[config.mk]
export PLATFORM = sky130hd
export DESIGN_NAME = sbus_regwrite_engine
export DESIGN_NICKNAME = d
export VERILOG_FILES = /design/src/rtl/sbus_regwrite_pkg.sv /design/src/rtl/sbus_settle_timer.sv /design/src/rtl/sbus_frame_seq.sv /design/src/rtl/sbus_line_encode.sv /design/src/rtl/sbus_regwrite_engine.sv
export SDC_FILE = /design/constraint.sdc
export NUM_CORES = 1
export LEC_CHECK = 0
export ABC_AREA = 1
export CORE_MARGIN = 3
export CORE_UTILIZATION = 29
export CTS_CLUSTER_DIAMETER = 100
export DETAILED_ROUTE_END_ITERATION = 6
export SLEW_MARGIN = 20
export SYNTH_ARGS = -nofsm -noshare
export SYNTH_HDL_FRONTEND = slang
export SYNTH_SLANG_ARGS = --single-unit
[constraint.sdc]
create_clock -name clk -period 1.6 [get_ports clk]
set_input_delay 0.24 -clock clk [delete_from_list [all_inputs] [get_ports clk]]
set_output_delay 0.24 -clock clk [all_outputs]
set_load 0.03 [all_outputs]
[src/rtl/sbus_regwrite_pkg.sv]
package sbus_regwrite_pkg;

  localparam int BYTE_W     = 8;
  localparam int NUM_BYTES  = 3;
  localparam int SCL_POS    = 0;
  localparam int SDA_POS    = 1;
  localparam int SLOT_W     = $clog2(BYTE_W + 1);
  localparam int BSEL_W     = (NUM_BYTES > 1) ? $clog2(NUM_BYTES) : 1;

  typedef enum logic [1:0] {
    PH_OPEN  = 2'd0,
    PH_BYTES = 2'd1,
    PH_CLOSE = 2'd2
  } phase_t;

  typedef enum logic [1:0] {
    CT_IDLE  = 2'd0,
    CT_WRITE = 2'd1,
    CT_WAIT  = 2'd2
  } ctrl_t;

endpackage

[src/rtl/sbus_settle_timer.sv]
module sbus_settle_timer #(
  parameter int SETTLE_CYC = 2000
) (
  input  logic clk,
  input  logic rst_n,
  input  logic load_i,
  input  logic run_i,
  output logic expired_o
);

  localparam int CNT_W = (SETTLE_CYC > 1) ? $clog2(SETTLE_CYC) : 1;
  localparam logic [CNT_W-1:0] RELOAD = CNT_W'(SETTLE_CYC - 1);

  logic [CNT_W-1:0] cnt_q, cnt_d;
  logic             cnt_en;

  always_comb begin
    cnt_en = 1'b0;
    cnt_d  = cnt_q;
    if (load_i) begin
      cnt_en = 1'b1;
      cnt_d  = RELOAD;
    end else if (run_i && (cnt_q != '0)) begin
      cnt_en = 1'b1;
      cnt_d  = cnt_q - 1'b1;
    end
  end

  always_ff @(posedge clk or negedge rst_n) begin
    if (!rst_n)      cnt_q <= '0;
    else if (cnt_en) cnt_q <= cnt_d;
  end

  assign expired_o = (cnt_q == '0);

  AST_TIMER_BOUND: assert property (@(posedge clk) disable iff (!rst_n)
    cnt_q <= RELOAD);

  AST_TIMER_RELOAD: assert property (@(posedge clk) disable iff (!rst_n)
    load_i |=> (cnt_q == RELOAD));

endmodule

[src/rtl/sbus_frame_seq.sv]
module sbus_frame_seq
  import sbus_regwrite_pkg::*;
(
  input  logic              clk,
  input  logic              rst_n,
  input  logic              clear_i,
  input  logic              adv_i,
  output phase_t            phase_o,
  output logic [1:0]        sub_o,
  output logic [SLOT_W-1:0] slot_o,
  output logic [BSEL_W-1:0] bsel_o,
  output logic              last_o
);

  localparam logic [SLOT_W-1:0] ACK_SLOT  = SLOT_W'(BYTE_W);
  localparam logic [BSEL_W-1:0] LAST_BYTE = BSEL_W'(NUM_BYTES - 1);

  phase_t            phase_q, phase_d;
  logic [1:0]        sub_q, sub_d;
  logic [SLOT_W-1:0] slot_q, slot_d;
  logic [BSEL_W-1:0] bsel_q, bsel_d;
  logic              seq_en;

  always_comb begin
    seq_en  = clear_i | adv_i;
    phase_d = phase_q;
    sub_d   = sub_q;
    slot_d  = slot_q;
    bsel_d  = bsel_q;
    if (clear_i) begin
      phase_d = PH_OPEN;
      sub_d   = '0;
      slot_d  = '0;
      bsel_d  = '0;
    end else if (adv_i) begin
      if (sub_q != 2'd2) begin
        sub_d = sub_q + 2'd1;
      end else begin
        sub_d = '0;
        unique case (phase_q)
          PH_OPEN: begin
            phase_d = PH_BYTES;
            slot_d  = '0;
            bsel_d  = '0;
          end
          PH_BYTES: begin
            if (slot_q != ACK_SLOT) begin
              slot_d = slot_q + 1'b1;
            end else begin
              slot_d = '0;
              if (bsel_q != LAST_BYTE) bsel_d = bsel_q + 1'b1;
              else                     phase_d = PH_CLOSE;
            end
          end
          default: phase_d = phase_q;
        endcase
      end
    end
  end

  always_ff @(posedge clk or negedge rst_n) begin
    if (!rst_n) begin
      phase_q <= PH_OPEN;
      sub_q   <= '0;
      slot_q  <= '0;
      bsel_q  <= '0;
    end else if (seq_en) begin
      phase_q <= phase_d;
      sub_q   <= sub_d;
      slot_q  <= slot_d;
      bsel_q  <= bsel_d;
    end
  end

  assign phase_o = phase_q;
  assign sub_o   = sub_q;
  assign slot_o  = slot_q;
  assign bsel_o  = bsel_q;
  assign last_o  = (phase_q == PH_CLOSE) && (sub_q == 2'd2);

  AST_SUB_RANGE: assert property (@(posedge clk) disable iff (!rst_n)
    sub_q <= 2'd2);

  AST_SLOT_RANGE: assert property (@(posedge clk) disable iff (!rst_n)
    slot_q <= ACK_SLOT);

  AST_BYTE_RANGE: assert property (@(posedge clk) disable iff (!rst_n)
    bsel_q <= LAST_BYTE);

  AST_CLOSE_HOLDS: assert property (@(posedge clk) disable iff (!rst_n)
    (phase_q == PH_CLOSE) && !clear_i |=> (phase_q == PH_CLOSE));

endmodule

[src/rtl/sbus_line_encode.sv]
module sbus_line_encode
  import sbus_regwrite_pkg::*;
(
  input  phase_t                      phase_i,
  input  logic [1:0]                  sub_i,
  input  logic [SLOT_W-1:0]           slot_i,
  input  logic [BSEL_W-1:0]           bsel_i,
  input  logic [NUM_BYTES*BYTE_W-1:0] frame_i,
  input  logic [BYTE_W-1:0]           base_i,
  output logic [BYTE_W-1:0]           data_o
);

  logic [BYTE_W-1:0] cur_byte;
  logic [BYTE_W-1:0] shifted;
  logic              scl;
  logic              sda;

  always_comb begin
    cur_byte = frame_i[bsel_i*BYTE_W +: BYTE_W];
    shifted  = cur_byte << slot_i;
    scl = 1'b0;
    sda = 1'b0;
    unique case (phase_i)
      PH_OPEN: begin
        scl = (sub_i != 2'd2);
        sda = (sub_i == 2'd0);
      end
      PH_BYTES: begin
        scl = (sub_i == 2'd1);
        sda = (slot_i == SLOT_W'(BYTE_W)) ? 1'b0 : shifted[BYTE_W-1];
      end
      default: begin
        scl = (sub_i != 2'd0);
        sda = (sub_i == 2'd2);
      end
    endcase
    data_o          = base_i;
    data_o[SCL_POS] = scl;
    data_o[SDA_POS] = sda;
  end

endmodule

[src/rtl/sbus_regwrite_engine.sv]
module sbus_regwrite_engine
  import sbus_regwrite_pkg::*;
#(
  parameter int SETTLE_CYC = 2000,
  parameter int ADDR_W     = 4,
  parameter int REG_ADDR   = 3
) (
  input  logic              clk,
  input  logic              rst_n,
  input  logic              start_i,
  input  logic [7:0]        base_i,
  input  logic [7:0]        dev_i,
  input  logic [7:0]        sub_i,
  input  logic [7:0]        val_i,
  output logic              wr_en_o,
  output logic [ADDR_W-1:0] wr_addr_o,
  output logic [7:0]        wr_data_o,
  output logic              busy_o,
  output logic              done_o
);

  ctrl_t                       state_q, state_d;
  logic [BYTE_W-1:0]           base_q;
  logic [NUM_BYTES*BYTE_W-1:0] frame_q;
  logic                        done_q, done_d;
  logic                        accept;
  logic                        tmr_expired;
  logic                        seq_adv;
  logic                        seq_last;
  phase_t                      phase;
  logic [1:0]                  sub_pos;
  logic [SLOT_W-1:0]           slot_pos;
  logic [BSEL_W-1:0]           bsel;

  assign accept = (state_q == CT_IDLE) && start_i;

  always_comb begin
    state_d = state_q;
    seq_adv = 1'b0;
    done_d  = 1'b0;
    unique case (state_q)
      CT_IDLE:  if (start_i) state_d = CT_WRITE;
      CT_WRITE: state_d = CT_WAIT;
      default: begin
        if (tmr_expired) begin
          if (seq_last) begin
            state_d = CT_IDLE;
            done_d  = 1'b1;
          end else begin
            state_d = CT_WRITE;
            seq_adv = 1'b1;
          end
        end
      end
    endcase
  end

  always_ff @(posedge clk or negedge rst_n) begin
    if (!rst_n) begin
      state_q <= CT_IDLE;
      done_q  <= 1'b0;
    end else begin
      state_q <= state_d;
      done_q  <= done_d;
    end
  end

  always_ff @(posedge clk or negedge rst_n) begin
    if (!rst_n) begin
      base_q  <= '0;
      frame_q <= '0;
    end else if (accept) begin
      base_q  <= base_i;
      frame_q <= {val_i, sub_i, dev_i};
    end
  end

  sbus_settle_timer #(.SETTLE_CYC(SETTLE_CYC)) u_timer (
    .clk       (clk),
    .rst_n     (rst_n),
    .load_i    (state_q == CT_WRITE),
    .run_i     (state_q == CT_WAIT),
    .expired_o (tmr_expired)
  );

  sbus_frame_seq u_seq (
    .clk     (clk),
    .rst_n   (rst_n),
    .clear_i (accept),
    .adv_i   (seq_adv),
    .phase_o (phase),
    .sub_o   (sub_pos),
    .slot_o  (slot_pos),
    .bsel_o  (bsel),
    .last_o  (seq_last)
  );

  sbus_line_encode u_enc (
    .phase_i (phase),
    .sub_i   (sub_pos),
    .slot_i  (slot_pos),
    .bsel_i  (bsel),
    .frame_i (frame_q),
    .base_i  (base_q),
    .data_o  (wr_data_o)
  );

  assign wr_en_o   = (state_q == CT_WRITE);
  assign wr_addr_o = ADDR_W'(REG_ADDR);
  assign busy_o    = (state_q != CT_IDLE);
  assign done_o    = done_q;

  AST_ONE_CYCLE_STROBE: assert property (@(posedge clk) disable iff (!rst_n)
    wr_en_o |=> !wr_en_o);

  AST_STROBE_IN_BUSY: assert property (@(posedge clk) disable iff (!rst_n)
    wr_en_o |-> busy_o);

  AST_START_TO_STROBE: assert property (@(posedge clk) disable iff (!rst_n)
    (!busy_o && start_i) |=> (wr_en_o && busy_o));

  AST_DONE_ENDS_BUSY: assert property (@(posedge clk) disable iff (!rst_n)
    done_o |-> (!busy_o && !wr_en_o));

  AST_DONE_SINGLE: assert property (@(posedge clk) disable iff (!rst_n)
    done_o |=> !done_o);

  AST_BUSY_IGNORES_START: assert property (@(posedge clk) disable iff (!rst_n)
    (busy_o && start_i) |=> ($stable(frame_q) && $stable(base_q)));

  AST_BASE_BITS_KEPT: assert property (@(posedge clk) disable iff (!rst_n)
    (wr_en_o && $past(busy_o)) |-> (wr_data_o[7:2] == $past(wr_data_o[7:2])));

endmodule

* Yosys cells after proc, flatten, opt, wreduce, memory -nomap -nowiden
Index checks and enable logic that the tools add are counted.
** Word-level totals
- Register bits :: 56
- Input bits :: 35
- Output and inout port bits :: 15
- Word-level logic and storage cells :: 89
** Operators by class
- Add/subtract/negate cells :: 4
- Eq/ne operators :: 15
- Shift-type cells :: 2
- Multiplexer cells :: 37
- Bitwise operators :: 1
- Reductions and logical operators :: 21
** Operator list (number)
- $mux W2 :: 15
- $shiftx A24 B6 Y8 :: 1
- $mux W11 :: 2
- $mux W4 :: 4
- $pmux W2 S2 :: 3
- $reduce_and A6 Y1 :: 2
- $logic_not A11 Y1 :: 1
- $reduce_bool A11 Y1 :: 1
- $sub A11 B1 Y11 const B :: 1
- $mux W1 :: 10
- $ne A3 B3 Y1 const B :: 3
- $ne A2 B2 Y1 const B :: 4
- $pmux W4 S2 :: 1
- $reduce_bool A2 Y1 :: 4
- $shl A8 B4 Y8 :: 1
- $eq A2 B1 Y1 const B :: 3
- $eq A2 B2 Y1 const B :: 3
- $logic_not A2 Y1 :: 3
- $reduce_and A2 Y1 :: 3
- $reduce_bool A3 Y1 :: 2
- $add A2 B1 Y2 const B :: 2
- $add A4 B1 Y4 const B :: 1
- $eq A4 B4 Y1 const B :: 1
- $ne A4 B4 Y1 const B :: 1
- other kinds (5) :: 8

* Depth between registers and ports, before layout
- Word-level depth :: 7
- Mapped depth :: 13
- Mapped depth without buffers :: 11

* By module
A second synthesis with hierarchy kept.
** Second synthesis, totals
- Cells, all modules :: 426
- Area, all modules :: 3183.1 µm²
** Modules (own cells, without submodules)
- sbus_regwrite_engine :: instances 1, cells an instance 162, area an instance 1418.9 µm², seq. area each 875.8 µm²
- sbus_settle_timer :: instances 1, cells an instance 102, area an instance 730.7 µm², seq. area each 275.3 µm²
- sbus_frame_seq :: instances 1, cells an instance 83, area an instance 629.4 µm², seq. area each 250.2 µm²
- sbus_line_encode :: instances 1, cells an instance 79, area an instance 404.1 µm², seq. area each 0.0 µm²

* Worst setup path after synthesis
Ideal clock, no wire load.
- Kind :: register to output
- Start :: register u_seq.bsel_q[1] (netlist: u_seq.bsel_o[1])
- End :: output wr_data_o[1]
- Data arrival time :: 1.297 ns
- Data required time :: 1.360 ns
- Slack :: 0.063 ns
- Cell stages (with the launch flop) :: 14
- Path buffers :: 2
- Cell sequence :: dfrtp_1 > buf_4 > clkinv_1 > nand2_1 > nand3_1 > nand2_1 > nand2_1 > nand2_1 > inv_1 > nand2_1 > nand2_1 > nand2_1 > nand2_1 > buf_4
** Between the ends
- Longest elaborated chain between the ends :: 4
** RTL lines
- from (decl) :: line sbus_frame_seq.sv:21 : logic [BSEL_W-1:0] bsel_q, bsel_d;
- from (signal assigned) :: line sbus_frame_seq.sv:71 : bsel_q <= bsel_d;
- $shiftx A24 B6 Y8 :: line sbus_line_encode.sv:19 : cur_byte = frame_i[bsel_i*BYTE_W +: BYTE_W];
- $shl A8 B4 Y8 :: line sbus_line_encode.sv:20 : shifted = cur_byte << slot_i;
- $mux W1 :: line sbus_line_encode.sv:30 : sda = (slot_i == SLOT_W'(BYTE_W)) ? 1'b0 : shifted[BYTE_W-1];
- $pmux W1 S2 :: line sbus_line_encode.sv:23 : unique case (phase_i)
- to (decl) :: line sbus_regwrite_engine.sv:17 : output logic [7:0] wr_data_o,
Every way passes these cells.

* Worst setup path after layout
Same ends and word-level chain as after synthesis.

==> impl_metrics.csv <==
group,metric,value,unit
final_layout,n_antenna_cell,0,
placed_design,hpwlAfterDp,4.758,mm
timing,slew_violations,0,
drt,drc,0,
timing,fmax,539.0,MHz
die,dieHeight,106.6,um
global_route,grt_pass1_wl,11.24,mm
global_route,grt_pass1_vias,2571,
synthesis,yosys.area_share.simple,38.35,%
clock_tree,cts_buffers,5,
status,violations,"setup timing",
die,die-area,11370,sq um
synthesis,synthCells,392,
power,clock_power_share,38.0,%
final_layout,drive_gt1_share,18.56,%
critical_path,path_class,"reg2out",
synthesis,synth_fa_ha_area_share,2.130,%
drt,viasPerCell,4.452,
power,ir_worst_vdd,0.3363,mV
timing,fin_crit_sh,116.0,%
power,comb_power_share,5.1,%
run,cap_violations,0,
clock_tree,cts_tree,"yes",
synthesis,synth_area_leaders,"dfrtp_1 (46%), nand2_1 (22%), nand3_1 (6.3%), inv_1 (3.6%), nor2_1 (2.7%)",
final_layout,fin_nets,497,
synthesis,yosys.cell_types.count,29,
power,powerDensity,612.1,nW/um^2
worst_hold_path,hold_path_class,"in2async",
placed_design,port-buffer-count,43,
critical_path,start_kind,"flop",
final_layout,synthToLayoutAreaGrowth,33.45,%
drt,totalWireLength,6.592,mm
final_layout,final_cell_mix,"nand2_1 (166), dfrtp_1 (53), nand3_1 (33)",
synthesis,yosys.area.top_type,"dfrtp_1",
synthesis,avgSynthCellArea,7.491,sq um
critical_path,r2r_cells,8,
timing,finalSetupViolations,1,
die,io_pins,50,
clock_tree,clk_path_buf_depth,2,
clock_tree,clkSlewWorstSetupHoldPaths,0.10,ns
placed_design,placed_cell_area,3603,sq um
drt,drtAntennaViolNets,0,
drt,first_pass_iters,4,
critical_path,arrival,1.62,ns
drt,dr.first_iter.drc_count,123,
clock_tree,htreeDepth,2,
power,switching_power,493.9,uW
clock_tree,clock-sinks,54,
global_route,grt_overflow_total,0,
timing,holdWs,0.3887,ns
power,power.leakage,0.001983,uW
final_layout,layout_commonest_cell,"nand2_1",
power,p_sw_share,20.59,%
status,status,"finished with violations",
synthesis,synth_compound_area_share,4.389,%
timing,setup_slack,-0.2554,ns
critical_path,crit_required,1.36,ns
synthesis,synth_xor_xnor_area_share,1.193,%
synthesis,yosysWarnings,0,
critical_path,cp-end-kind,"output port",
synthesis,netlist_area,2937,sq um
timing,hold_viol_final,0,
power,p_int,1905,uW
synthesis,ys_seq_elements,54,
placed_design,gp_congestion,0.8215,
synthesis,synth_top_area_share,46.02,%
drt,vias,2631,
power,p_seq_share,56.8,%
clock_tree,clockRootBuffer,"clkbuf_8",
drt,avgRoutedWirePerCell,11.15,um
synthesis,ys_seq_area_share,46.02,%
timing,timing.setup.tns,-0.2554,ns
die,coreArea,9819,sq um
die,die_x,106.6,um
timing,fin_crit,1.855,ns
final_layout,utilization,39.91,%
final_layout,design_area,3919,sq um
global_route,grt_start_max_net_pins,35,
global_route,grt.total_usage,11.81,%
clock_tree,clk_latency,0.31,ns
timing,skew,0.01012,ns
timing,rsz0062_at_grt,"yes",
synthesis,synth_top_family_by_area,"simple AND/OR/NAND/NOR gates",
die,start_util,29.91,%
critical_path,worstPathMaxFanout,5,
critical_path,reg2reg_setup_slack,0.08,ns
die,std_cell_rows,36,
synthesis,synth.mux.area_fraction,0,%
global_route,antenna_found_initial,0,
final timing paths:
| path | from | endpoint |
|---|---|---|
| min reg2reg | base_q[3] | base_q[3] |
| max in group asynchronous | rst_n | frame_q[8] |
| max reg2reg | u_timer.cnt_q[7] | u_timer.cnt_q[7] |
| max | u_seq.bsel_o[1] | wr_data_o[1] |
| min | rst_n | u_timer.cnt_q[3] |
| min in group clk | base_i[7] | base_q[7] |
through the flow:
step / total power, uW / instances / setup WS [ns]
CTS: 2433 / 582 / -0.2610
floorplan: 1411 / 394 / 0.06308
detailed placement: 1515 / 573 / 0.005404
global route: 2486 / 591 / -0.3792
finish: 2399 / 591 / -0.2554
global placement: 1515 / 573 / 0.03290
power groups by stage:
stage               logic (uW)  registers, uW  clock network [uW]
detailed placement         124           1390                   0
global route               135           1360                 987
finish                     123           1360                 913
CTS                        126           1360                 943
global placement           124           1390                   0
floorplan                 19.7           1390                   0
Yosys cell counts, drive strengths merged:
master	n
nor4	1
inv	32
o21ai	17
xor2	3
nor3	4
nand2	178
nor2	28
a21oi	2
dfrtp	54
ha	5
o211ai	1
nand3b	2
o21a	1
nand3	41
o31ai	1
conb	2
nand4	2
clkinv	2
xnor2	1
buf	15
timing repair:
| action | 4_1_cts | 5_1_grt |
|---|---|---|
| buffers inserted | 0 | 8 |
| cloned | 0 | 1 |
| gates resized for setup | 13 | 35 |
| endpoints found under the hold margin | 15 | 0 |
| setup endpoints to repair | 8 | 22 |
| pin swaps | 0 | 19 |
| hold buffers | 1 | 0 |
flip-flops by register name, summed over array words and instances (netlist names):
register	count
state_q	2
frame_q	24
u_seq.bsel_o	2
u_seq.sub_o	2
base_q	6
u_seq.slot_o	4
u_timer.cnt_q	11
done_o	1
u_seq.phase_o	2
worst max-delay path, stage by stage (launching register included):
cell	delay, ns
dfrtp_2	0.45
buf_6	0.14
nand2_2	0.06
nand3_2	0.07
nand2_1	0.07
nand2_1	0.05
nand2_1	0.06
inv_1	0.03
nand2_1	0.05
nand2_1	0.06
nand2_2	0.07
nand2_2	0.05
buf_6	0.13
final cells by class:
class | count | area [sq um]
fill | 1050 | 5901
multi-input combinational | 291 | 1470
sequential | 54 | 1353
timing repair buffer | 71 | 685.7
tap | 133 | 166.4
inverter | 34 | 133.9
clock buffer | 6 | 72.57
clock inverter | 2 | 37.54
cells by family after synthesis:
logic type / Yosys count
flip-flops: 54
AO/OA/AOI/OAI: 22
adder cells (fa/ha/maj): 5
other: 2
AND/OR/NAND/NOR: 256
XOR/XNOR: 4
buffers and inverters: 49
layer usage:
layer | vias to the layer above | wire length [um] | global-route usage, %
met3 | 8 | 238 | 1.686
met1 | 1229 | 3140 | 15.84
li1 | 1341 | - | -
met2 | 53 | 3103 | 19.15
met5 | - | 0 | 0
met4 | 0 | 109 | 4.840
(Power assumes the default switching activity.)
